<file path="config.mk">
export PLATFORM = sky130hd
export DESIGN_NAME = branch_fetch_ctrl
export DESIGN_NICKNAME = d
export VERILOG_FILES = /design/src/rtl/branch_fetch_ctrl.sv
export SDC_FILE = /design/constraint.sdc
export NUM_CORES = 1
export LEC_CHECK = 0
export ABC_AREA = 1
export BUFFER_PORTS_ARGS = -buffer_cell sky130_fd_sc_hd__buf_2
export CELL_PAD_IN_SITES_DETAIL_PLACEMENT = 2
export CELL_PAD_IN_SITES_GLOBAL_PLACEMENT = 2
export CORE_ASPECT_RATIO = 1.4
export CORE_MARGIN = 10
export CORE_UTILIZATION = 27
export DETAILED_ROUTE_END_ITERATION = 6
export PLACE_DENSITY_LB_ADDON = 0.15
export SYNTH_ARGS = -nofsm -noshare
export SYNTH_HDL_FRONTEND = slang
export SYNTH_SLANG_ARGS = --single-unit
export TNS_END_PERCENT = 100
</file>
<file path="constraint.sdc">
create_clock -name clk -period 2.3 [get_ports clk]
set_clock_uncertainty 0.2 [all_clocks]
set_input_delay 0 -clock clk [delete_from_list [all_inputs] [get_ports clk]]
set_output_delay 0 -clock clk [all_outputs]
set_load 0.02 [all_outputs]
</file>
<file path="src/rtl/branch_fetch_ctrl.sv">
module branch_fetch_ctrl #(
  parameter int AW   = 32,
  parameter int STEP = 4
) (
  input  logic          clk,
  input  logic          rst,
  input  logic [1:0]    mode,
  input  logic          id_branch,
  input  logic          id_taken,
  input  logic [AW-1:0] id_target,
  input  logic          id_cancel,
  input  logic          id_pred_taken,
  output logic [AW-1:0] fetch_pc,
  output logic          stall,
  output logic          id_valid,
  output logic          id_annul,
  output logic          ex_valid,
  output logic          bubble,
  output logic          slot_error
);
  localparam logic [1:0]    M_FRZ = 2'd0;
  localparam logic [1:0]    M_DLY = 2'd2;
  localparam logic [AW-1:0] INC   = AW'(STEP);

  logic frz, dly, pnt, br, miss, slot_q, next_v;
  logic [AW-1:0] next_pc;

  assign frz  = (mode == M_FRZ);
  assign dly  = (mode == M_DLY);
  assign pnt  = !frz && !dly;
  assign br   = id_valid && id_branch;
  assign miss = id_cancel && (id_taken != id_pred_taken);

  assign stall      = frz && br;
  assign bubble     = br && (frz || (pnt && id_taken) || (dly && miss));
  assign slot_error = dly && br && slot_q;
  assign next_v     = !(br && (frz || (pnt && id_taken)));

  always_comb begin
    if (br && id_taken)  next_pc = id_target;
    else if (br && frz)  next_pc = fetch_pc;
    else                 next_pc = fetch_pc + INC;
  end

  always_ff @(posedge clk) begin
    if (rst) begin
      fetch_pc <= '0;
      id_valid <= 1'b0;
      id_annul <= 1'b0;
      ex_valid <= 1'b0;
      slot_q   <= 1'b0;
    end else begin
      fetch_pc <= next_pc;
      id_valid <= next_v;
      slot_q   <= dly && br;
      id_annul <= dly && br && miss;
      ex_valid <= id_valid && !id_annul;
    end
  end

  a_r1_reset_state: assert property (@(posedge clk)
    rst |=> (fetch_pc == '0) && !id_valid && !id_annul && !ex_valid);

  a_r2_sequential: assert property (@(posedge clk) disable iff (rst)
    !br |=> id_valid && (fetch_pc == $past(fetch_pc) + INC));

  a_r3_freeze_hole: assert property (@(posedge clk) disable iff (rst)
    (frz && br) |=> !id_valid);

  a_r4_squash_taken: assert property (@(posedge clk) disable iff (rst)
    (pnt && br && id_taken) |=> !id_valid && (fetch_pc == $past(id_target)));

  a_r5_slot_enters: assert property (@(posedge clk) disable iff (rst)
    (dly && br) |=> id_valid);

  a_r6_cancel_kills: assert property (@(posedge clk) disable iff (rst)
    (dly && br && miss) |=> id_valid ##1 !ex_valid);

  a_r8_no_error_outside_delayed: assert property (@(posedge clk) disable iff (rst)
    !dly |-> !slot_error);

  a_r10_invalid_stays_invalid: assert property (@(posedge clk) disable iff (rst)
    !id_valid |=> !ex_valid);
endmodule

</file>
* Yosys cells after proc, flatten, opt, wreduce, memory -nomap -nowiden
Index checks and enable logic that the tools add are counted.
W data, S select, Z words.
** Storage, ports and cells
- Word-level logic and storage cells :: 31
- Output and inout port bits :: 38
- Input port bits :: 40
- Bits in registers :: 36
** Cells by class
- Equality and inequality tests :: 3
- Muxes and demuxes :: 2
- Reductions and logical operators :: 20
- Add/subtract/negate cells :: 1
** Operator list (number)
- $mux W32 :: 2
- $add A32 B3 Y32 const B :: 1
- $logic_and A1 B1 Y1 :: 13
- $logic_not A1 Y1 :: 4
- $eq A2 B2 Y1 const B :: 1
- $logic_not A2 Y1 :: 1
- $logic_or A1 B1 Y1 :: 2
- $ne A2 B1 Y1 const B :: 1
- $ne A1 B1 Y1 :: 1

* Depth between registers and ports, before layout
Gate-level depths: netlist of the first run.
- Depth in word-level cells :: 7
- Mapped depth :: 10
- Depth with buffers taken out :: 10

* Least setup slack after synthesis of the first run
No wires, ideal clock.
- Path type :: register -> register
- Start :: register fetch_pc[3]
- End :: register fetch_pc[24]
- Arrival time :: 1.449 ns
- Path buffers :: 0
- Library setup time :: 0.132 ns
- Required time :: 1.968 ns
- Clock period less this slack :: 1.781 ns
- Cell stages (with the launch flop) :: 11
- Slack :: 0.519 ns
- Path through :: dfxtp_1 > ha_1 > inv_1 > nor2_4 > nand2_1 > nor2_2 > nand2_1 > nand2_1 > nand3_1 > nand2_1 > a21oi_1
** Between the ends
- Cells in the longest elaborated chain, start to end :: 3
** Ends and longest elaborated chain
- start: declaration :: line 13 : output logic [AW-1:0] fetch_pc,
- start signal: assignment :: line 53 : fetch_pc <= next_pc;
- $add A32 B3 Y32 :: line 42 : else next_pc = fetch_pc + INC;
- $mux W32 :: line 41 : else if (br && frz) next_pc = fetch_pc;
- $mux W32 :: line 40 : if (br && id_taken) next_pc = id_target;
No other way between the ends. The select of a mux whose other input is x is not followed.
A chain may end at the register's enable or synchronous reset.

* Worst setup path after layout of the first run
- Start :: input mode[0]
- End :: register id_annul
** Between the ends
- Cells in the longest elaborated chain, start to end :: 3
** Ends and longest elaborated chain
- start: declaration :: line 7 : input logic [1:0] mode,
- $eq A2 B2 Y1 :: line 29 : assign dly = (mode == M_DLY);
- $logic_and A1 B1 Y1 (2 in series) :: line 56 : id_annul <= dly && br && miss;
- end signal: assignment :: line 56
- end: declaration :: line 16 : output logic id_annul,
No other way between the ends.

==> results.cfg, run 1 <==
[status]
status = finished, final reports clean

[setup_path]
critical_path_data_arrival_time_ps = 2210
cp-end-kind = register
crit_path_max_fanout = 3
critical_path_required_ps = 2330
setup.worst_path.start_class = primary input
criticalPathCategory = in2reg

[synth]
count_leader_synth = sky130_fd_sc_hd__nand2_1
synth_commonest_cells = 153 x sky130_fd_sc_hd__nand2_1, 49 x sky130_fd_sc_hd__nor2_1, 40 x sky130_fd_sc_hd__inv_1
dominant_cell_type_by_area_after_synthesis = sky130_fd_sc_hd__dfxtp_1
yosysWarningCount = 0
synth-seq-cells = 36
syn_inst = 424
syn-cell-area_um2 = 2440
syn_area_per_cell_um2 = 5.75
synth-main-ff-cell = sky130_fd_sc_hd__dfxtp_1
synth_top_cell_area_share_pct = 29.6
synth-edff-count = 0
yosysSeqAreaShare_pct = 29.6
asyncSetResetFlopFracSynth_pct = 0
synth_area_leaders = sky130_fd_sc_hd__dfxtp_1 30%, sky130_fd_sc_hd__nand2_1 24%, sky130_fd_sc_hd__nor2_1 7.5%, sky130_fd_sc_hd__nand3_1 7.4%, sky130_fd_sc_hd__inv_1 6.2%
yosysUniqueCellTypes = 30
postSynthNetCount = 465

[finish]
drive_above_1_share_pct = 19.5
diodes = 0
finalNetCount = 584
syn_to_final_growth_pct = 46.4
fin_cells = 651

[global_routing]
vias_in_the_first_global_route = 3718
maximum_number_of_pins_on_one_net_before_global_route_repair = 39
number_of_antenna_violations_at_the_first_check_in_global_routing = 0
grt_util_all_layers_pct = 18.2
grt_first_pass_wirelength_um = 19700
grt-ovfl-total = 0

[floorplanning]
design.portCount = 78
overall_die_width_um = 100
die-height_um = 132
dieArea_um2 = 13300
initial_core_utilization_pct = 27.3
placementRows = 41
fp.coreArea_um2 = 8930

[pwr]
powerDensity_nw_per_um2 = 530
ir_worst_vdd_uv = 329
power_leakage_nw = 1.47
p_total_mw = 1.89

[timing]
rsz0062_at_grt = false
period_share_pct = 94.7
achievable-frequency_mhz = 459
totalNegativeSetupSlack_ps = 0
worst_pin_slew_ps = 443
fin_hold_ws_ps = 28.8
post-route-min-period_ps = 2180
setup-violations-final = 0
worst_slew_margin_rel_pct = 70.2
final_max_slew_viol_count = 0
hold_violations = 0

[detailed_routing]
detail_route.wirelength_um = 11800
postRouteAntennaNets = 0
drt_first_pass_iters = 4
post_drt_wl_per_cell_um = 18.2
remaining_drc_errors = 0
detailroute.via_count = 3265
first_iter_violations = 155
via_count_normalized_by_instance_count = 5.02

[place]
dp.cells = 599
portBuffers = 77
post-dp-hpwl_um = 8110
gp_congestion = 0.817

[clocking]
cts.root.buffer_cell = sky130_fd_sc_hd__clkbuf_16
cts_sinks = 36
htreeDepth = 2
clock_latency_reported_for_the_late_side_of_the_worst_skew_pair_ps = 290
cts-buffers-inserted = 5
cts.reportedPaths.clkPinSlew_ps = 60
tritoncts_clock_tree = done
clk_path_buf_depth = 2

[run]
maxCapViolations = 0

[hold_path]
hold_path_class = in2reg
[critical path, stage by stage]
cell,delay [ps]
sky130_fd_sc_hd__dlygate4sd3_1,530
sky130_fd_sc_hd__buf_2,150
sky130_fd_sc_hd__nor2_2,130
sky130_fd_sc_hd__dlygate4sd3_1,570
sky130_fd_sc_hd__nand2_1,100
sky130_fd_sc_hd__nor3_2,170
sky130_fd_sc_hd__dlygate4sd3_1,560
[metal layers]
metal	up-vias	GRT usage [%]	routed length, um
met3	17	3.96	550
met5	-	0	0
met1	1599	19.7	4660
met2	70	33.7	6390
li1	1579	-	-
met4	0	5.59	226
[cell families (layout without fill, tap and decap cells)]
group                    count (synthesis)  count (layout)  share of synthesized area, %
buffers and inverters                   59             179                          10.1
adder cells (fa/ha/maj)                  1               1                         0.513
AND/OR/NAND/NOR                        257             257                          43.9
AO/OA/AOI/OAI                           68              68                          14.9
XOR/XNOR                                 3               3                          1.08
flip-flops                              36              36                          29.6
[power by group]
part / total, mW / switching (mW) / internal [mW]
sequential: 0.699 / 0.0441 / 0.655
clock: 0.867 / 0.295 / 0.572
combinational: 0.324 / 0.179 / 0.145
total: 1.89 / 0.518 / 1.37
[what timing repair did]
item,in CTS,in global routing
gates resized for setup,0,3
hold buffers,44,0
setup endpoints to repair,0,1
hold endpoints to repair,36,0
setup buffers,0,0
[sequential cells by signal (all words and copies together) (netlist names)]
name and count:
ex_valid 1, fetch_pc 32, id_annul 1, id_valid 1
slot_q 1
[layout by cell type, fill, tap and decap left out, types with 2 or more instances in the layout]
master	n
sky130_fd_sc_hd__nand3_1	36
sky130_fd_sc_hd__clkbuf_16	5
sky130_fd_sc_hd__o211ai_1	5
sky130_fd_sc_hd__nor3_1	2
sky130_fd_sc_hd__dlygate4sd3_1	44
sky130_fd_sc_hd__nand2_1	153
sky130_fd_sc_hd__nor2_1	48
sky130_fd_sc_hd__and2_1	2
sky130_fd_sc_hd__xnor2_1	2
sky130_fd_sc_hd__buf_4	6
sky130_fd_sc_hd__nor2_4	3
sky130_fd_sc_hd__a21oi_1	29
sky130_fd_sc_hd__o21ai_0	27
sky130_fd_sc_hd__nor2_2	5
sky130_fd_sc_hd__buf_2	76
sky130_fd_sc_hd__inv_2	4
sky130_fd_sc_hd__a31oi_1	2
sky130_fd_sc_hd__o21bai_1	2
sky130_fd_sc_hd__dfxtp_1	36
sky130_fd_sc_hd__clkbuf_8	2
sky130_fd_sc_hd__inv_1	40
sky130_fd_sc_hd__o21ai_1	2
[layout make-up]
| class | instances | area, um^2 |
|---|---|---|
| Tap cell | 107 | 134 |
| Clock buffer | 7 | 153 |
| Multi-Input combinational cell | 329 | 1480 |
| Clock inverter | 1 | 30.0 |
| Timing Repair Buffer | 127 | 886 |
| Fill cell | 1152 | 5360 |
| Inverter | 44 | 165 |
| Sequential cell | 36 | 721 |
[final timing paths]
path / from / endpoint / slack [ps] / depth (start not counted)
setup reg to reg: id_valid$_SDFF_PP0_ / fetch_pc[3]$_SDFFE_PP0P_ / 230 / 9
hold reg to reg: id_annul$_SDFF_PP0_ / ex_valid$_SDFF_PP0_ / 230 / 1
setup / recovery: mode[0] / id_annul$_SDFF_PP0_ / 120 / 7
hold / removal: id_branch / id_valid$_SDFF_PP0_ / 30 / 6
[through the flow]
stage | utilization [%] | worst slack, ps | area [um^2]
CTS | 39.9 | 166 | 3560
detailed placement | 32.9 | 373 | 2930
floorplan | - | 519 | 2440
finish | 40.0 | 122 | 3570
global placement | 32.9 | 455 | 2930
global route | 40.0 | 8.57 | 3570
Note: power is estimated with default switching activity, not from simulation.
==> run 2, diff against run 1 <==
--- a/config.mk
+++ b/config.mk
@@ -9,11 +9,12 @@
 export BUFFER_PORTS_ARGS = -buffer_cell sky130_fd_sc_hd__buf_2
 export CELL_PAD_IN_SITES_DETAIL_PLACEMENT = 2
 export CELL_PAD_IN_SITES_GLOBAL_PLACEMENT = 2
-export CORE_ASPECT_RATIO = 1.4
+export CORE_ASPECT_RATIO = 0.75
 export CORE_MARGIN = 10
 export CORE_UTILIZATION = 27
 export DETAILED_ROUTE_END_ITERATION = 6
 export PLACE_DENSITY_LB_ADDON = 0.15
+export SLEW_MARGIN = 20
 export SYNTH_ARGS = -nofsm -noshare
 export SYNTH_HDL_FRONTEND = slang
 export SYNTH_SLANG_ARGS = --single-unit
==> results.cfg, run 2 (synthesized netlist as in run 1, its figures left out) <==
[timing]
worst_slew_margin_rel_pct = 72.5
post-route-min-period_ps = 2120
rsz0062_at_grt = false
worst_pin_slew_ps = 410
period_share_pct = 92.0
achievable-frequency_mhz = 473
fin_hold_ws_ps = -40.0
setup-violations-final = 0
totalNegativeSetupSlack_ps = 0
postLayoutSetupSlackWorst_ps = 184
hold_violations = 1
final_max_slew_viol_count = 0

[clocking]
cts.repair.resized = 0
clk_path_buf_depth = 2
cts-buffers-inserted = 5
cts.reportedPaths.clkPinSlew_ps = 60
clock_latency_reported_for_the_late_side_of_the_worst_skew_pair_ps = 280
cts.root.buffer_cell = sky130_fd_sc_hd__clkbuf_16
htreeDepth = 2
tritoncts_clock_tree = done
cts_sinks = 36

[floorplanning]
dieArea_um2 = 13300
overall_die_width_um = 130
die-height_um = 102
placementRows = 29
design.portCount = 78
initial_core_utilization_pct = 28.2
fp.coreArea_um2 = 8640

[pwr]
ir_worst_vdd_uv = 249
powerDensity_nw_per_um2 = 483
power_leakage_nw = 1.45

[setup_path]
cp-end-kind = register
crit_path_start = id_valid$_SDFF_PP0_
reg2reg_from = id_valid$_SDFF_PP0_
crit_path_max_fanout = 38
critPathSlowestCell = sky130_fd_sc_hd__dlygate4sd3_1
worst-r2r-setup-slack_ps = 180
critical_path_required_ps = 2260
critical_path_s_largest_stage_delay_ps = 570
critPathMostFrequentCell = sky130_fd_sc_hd__inv_2
critical_path_data_arrival_time_ps = 2080
criticalPathCategory = reg2reg
worstPathCellList = nand2_1 > inv_2 > nand2_2 > nor2_4 > inv_2 > buf_12 > o21ai_0 > a31oi_1 > dlygate4sd3_1
setup.worst_path.start_class = register

[global_routing]
grt_first_pass_wirelength_um = 19000
number_of_antenna_violations_at_the_first_check_in_global_routing = 0
vias_in_the_first_global_route = 3495
grt_util_all_layers_pct = 17.9
grt-ovfl-total = 0
maximum_number_of_pins_on_one_net_before_global_route_repair = 48

[finish]
diodes = 0
drive_above_1_share_pct = 19.2
most-common-layout-cells = 153 x sky130_fd_sc_hd__nand2_1, 77 x sky130_fd_sc_hd__buf_2, 49 x sky130_fd_sc_hd__nor2_1
flip_flop_count_of_the_largest_register_all_copies_and_words_added = 32
registers.top_by_ff_count = fetch_pc
postLayoutCellArea_um2 = 3510
finalNetCount = 583
syn_to_final_growth_pct = 43.9
fillCellCount = 1079
mostFrequentLayoutCell = sky130_fd_sc_hd__nand2_1

[detailed_routing]
first_iter_violations = 169
drt_first_pass_iters = 4
remaining_drc_errors = 0
detail_route.wirelength_um = 11800
detailroute.via_count = 3239
via_count_normalized_by_instance_count = 4.98
post_drt_wl_per_cell_um = 18.1
postRouteAntennaNets = 0

[status]
violations = hold timing
status = finished with violations

[hold_path]
hold_path_class = in2reg
holdCritStartpoint = mode[1]

[place]
portBuffers = 77
pre_cts_slack_ps = 334
gp_congestion = 0.853
detailed_place.area_um2 = 2960
post-dp-hpwl_um = 8260

[run]
maxCapViolations = 0
## run 2: per-layer routing
layer | vias up | GRT usage, % | share of wire, %
li1 | 1583 | - | -
met4 | 0 | 3.02 | 0.94
met2 | 80 | 29.7 | 45
met3 | 8 | 3.52 | 5.3
met1 | 1568 | 23.7 | 49
met5 | - | 0 | 0
## run 2: worst paths after layout
path                               to  depth (start not counted)
min                 slot_q$_SDFF_PP0_                          5
max reg2reg  fetch_pc[3]$_SDFFE_PP0P_                          9
max          fetch_pc[3]$_SDFFE_PP0P_                          9
min reg2reg       ex_valid$_SDFF_PP0_                          1
## run 2: area by class of cell
cell class | instances | area, um^2 | share of cell area [%]
repair buffers | 126 | 881 | 25.1
inverters | 44 | 165 | 4.71
clock inverters | 1 | 5.00 | 0.143
clock buffers | 6 | 129 | 3.67
flip-flops and latches | 36 | 721 | 20.5
well taps | 108 | 135 | 3.85
multi-input cells | 329 | 1470 | 42.0
## run 2: critical path, delay by kind of cell, from the launching register on
kind | cells | cell delay [ps]
AO/OA/AOI/OAI | 2 | 270
buffers and inverters | 4 | 890
flip-flops | 1 | 350
AND/OR/NAND/NOR | 3 | 290
## run 2: timing repair
item                       in CTS  in global routing
hold buffers                   42                  0
buffers inserted                0                  0
hold endpoints to repair       36                  0
setup endpoints to repair       0                  1
## run 2: per-stage QoR
| step | utilization, % | power [mW] | hold slack [ps] | instances |
|---|---|---|---|---|
| 2_1_floorplan | - | 0.848 | -65.1 | 424 |
| 3_3_place_gp | 34.3 | 0.963 | 28.5 | 602 |
| 3_5_place_dp | 34.3 | 0.975 | 40.7 | 602 |
| 4_1_cts | 40.7 | 1.70 | 25.0 | 651 |
| 5_1_grt | 40.6 | 1.77 | 20.5 | 650 |
| 6_report | 40.6 | 1.69 | -40.0 | 650 |
## run 2: power by group
group	switching [mW]	internal [mW]	leakage (nW)
Sequential	0.0424	0.655	0.294
Clock	0.277	0.395	0.0667
Combinational	0.179	0.145	1.09
==> run 3, diff against run 2 <==
--- a/config.mk
+++ b/config.mk
@@ -13,7 +13,7 @@
 export CORE_MARGIN = 10
 export CORE_UTILIZATION = 27
 export DETAILED_ROUTE_END_ITERATION = 6
-export PLACE_DENSITY_LB_ADDON = 0.15
+export PLACE_DENSITY = 0.85
 export SLEW_MARGIN = 20
 export SYNTH_ARGS = -nofsm -noshare
 export SYNTH_HDL_FRONTEND = slang
==> results.cfg, run 3 (synthesized netlist as in run 1, its figures left out) <==
[hold_path]
holdCritStartpoint = mode[1]
min_delay_worst_endpoint = id_valid$_SDFF_PP0_
worstHoldPathCells = 5
hold_path_class = in2reg

[floorplanning]
initial_core_utilization_pct = 28.2
placementRows = 29
design.portCount = 78
overall_die_width_um = 130
die-height_um = 102
fp.coreArea_um2 = 8640
dieArea_um2 = 13300

[finish]
diodes = 0
syn_to_final_growth_pct = 46.4
drive_above_1_share_pct = 20.6
mostFrequentLayoutCell = sky130_fd_sc_hd__nand2_1
most-common-layout-cells = 153 x sky130_fd_sc_hd__nand2_1, 76 x sky130_fd_sc_hd__buf_2, 46 x sky130_fd_sc_hd__nor2_1
register_area_um2 = 721
flip_flop_count_of_the_largest_register_all_copies_and_words_added = 32
fillCellCount = 1061
multi_input_area_um2 = 1500
fin_cells = 653
finalNetCount = 586
registers.top_by_ff_count = fetch_pc

[timing]
setup-violations-final = 0
worst_slew_margin_rel_pct = 67.8
period_share_pct = 96.0
achievable-frequency_mhz = 453
hold_violations = 0
final_max_slew_viol_count = 0
post-route-min-period_ps = 2210
worst_pin_slew_ps = 482
totalNegativeSetupSlack_ps = 0

[global_routing]
grt_first_pass_wirelength_um = 22500
grt_util_all_layers_pct = 22.1
number_of_antenna_violations_at_the_first_check_in_global_routing = 0
vias_in_the_first_global_route = 3897
grt-ovfl-total = 0
maximum_number_of_pins_on_one_net_before_global_route_repair = 39

[clocking]
cts.root.buffer_cell = sky130_fd_sc_hd__clkbuf_16
htreeDepth = 2
cts_sinks = 36
clock_latency_reported_for_the_late_side_of_the_worst_skew_pair_ps = 300
tritoncts_clock_tree = done
clk_path_buf_depth = 2
cts-buffers-inserted = 5
cts.reportedPaths.clkPinSlew_ps = 60

[pwr]
ir_worst_vdd_uv = 302
power_leakage_nw = 1.47
powerDensity_nw_per_um2 = 506

[setup_path]
cell_depth_of_the_worst_flop_to_flop_path = 9
criticalPathCategory = in2reg
end_of_the_worst_register_to_register_path = fetch_pc[3]$_SDFFE_PP0P_
critPathMostFrequentCell = sky130_fd_sc_hd__dlygate4sd3_1
critical_path_data_arrival_time_ps = 2250
worst-r2r-setup-slack_ps = 100
worstPathCellList = dlygate4sd3_1 > buf_2 > nor2_2 > dlygate4sd3_1 > nand2_1 > nor3_2 > dlygate4sd3_1
crit_path_max_fanout = 3
critical_path_s_largest_stage_delay_ps = 570
critPathSlowestCell = sky130_fd_sc_hd__dlygate4sd3_1
cp_num_buf_inv = 4
setup.worst_path.start_class = primary input
cp-end-kind = register
critical_path_required_ps = 2340
reg2reg_from = id_valid$_SDFF_PP0_
critPathTopFamily = buffers and inverters

[detailed_routing]
drt_first_pass_iters = 4
detail_route.wirelength_um = 14600
first_iter_violations = 203
detailroute.via_count = 3445
post_drt_wl_per_cell_um = 22.4
via_count_normalized_by_instance_count = 5.28
remaining_drc_errors = 0
postRouteAntennaNets = 0

[status]
status = finished, final reports clean

[place]
gp_congestion = 0.887
post-dp-hpwl_um = 8390
dp.cells = 602
portBuffers = 77

[run]
maxCapViolations = 0
==> run 3: changes by cell type in the layout (fill, tap and decap cells not counted), sizes merged <==
cell | previous run | this run
clkbuf | 6 | 8
buf | 85 | 86
clkinv | 1 | 0
dlygate4sd3 | 41 | 42
==> run 3: worst min-delay path, delay by kind of cell <==
kind                   cells  cell delay, ps
AO/OA/AOI/OAI              1             130
buffers and inverters      3             230
AND/OR/NAND/NOR            1             140
==> run 3: report_power, final <==
group / total [mW] / switching [mW] / internal (mW) / leakage, nW
Sequential: 0.703 / 0.0481 / 0.655 / 0.294
Combinational: 0.338 / 0.194 / 0.145 / 1.10
Clock: 0.765 / 0.309 / 0.456 / 0.0760
==> run 3: metrics by stage <==
stage	instance area, um^2	util (%)	setup WS, ps	hold slack [ps]	total power [mW]
2_1_floorplan	2440	-	519	-65.1	0.848
3_3_place_gp	2950	34.2	228	26.1	0.957
3_5_place_dp	2950	34.2	142	40.3	0.970
4_1_cts	3520	40.8	77.6	5.56	1.78
5_1_grt	3570	41.3	-22.8	63.1	1.87
6_report	3570	41.3	91.4	23.3	1.81
==> run 3: area by class of cell <==
class	instances	area share (%)
multi-input combinational	329	42.0
timing repair buffer	129	25.1
sequential	36	20.2
inverter	44	4.63
clock buffer	7	4.28
tap	108	3.79
==> run 3: timing repair <==
action,in CTS,in global routing
endpoints found under the hold margin,35,0
hold buffers,42,0
setup buffers,0,2
endpoints found under the setup margin,0,7
resized for setup,0,8
==> run 3: worst max path at each step <==
stage / start / slack (ps) / endpoint / cells past startpoint
floorplan: fetch_pc[3]$_SDFFE_PP0P_ / 520 / fetch_pc[24]$_SDFFE_PP0P_ / 10
global placement: fetch_pc[3]$_SDFFE_PP0P_ / 230 / fetch_pc[26]$_SDFFE_PP0P_ / 10
detailed placement: fetch_pc[2]$_SDFFE_PP0P_ / 140 / fetch_pc[26]$_SDFFE_PP0P_ / 10
CTS: mode[0] / 80 / id_annul$_SDFF_PP0_ / 7
global route: mode[0] / -20 / id_annul$_SDFF_PP0_ / 7
finish: mode[0] / 90 / id_annul$_SDFF_PP0_ / 7
==> run 3: routing by layer <==
metal | global-route usage, % | wire (um)
met4 | 9.14 | 421
met3 | 5.85 | 753
met2 | 38.9 | 7400
met1 | 25.1 | 6030
met5 | 0 | 0
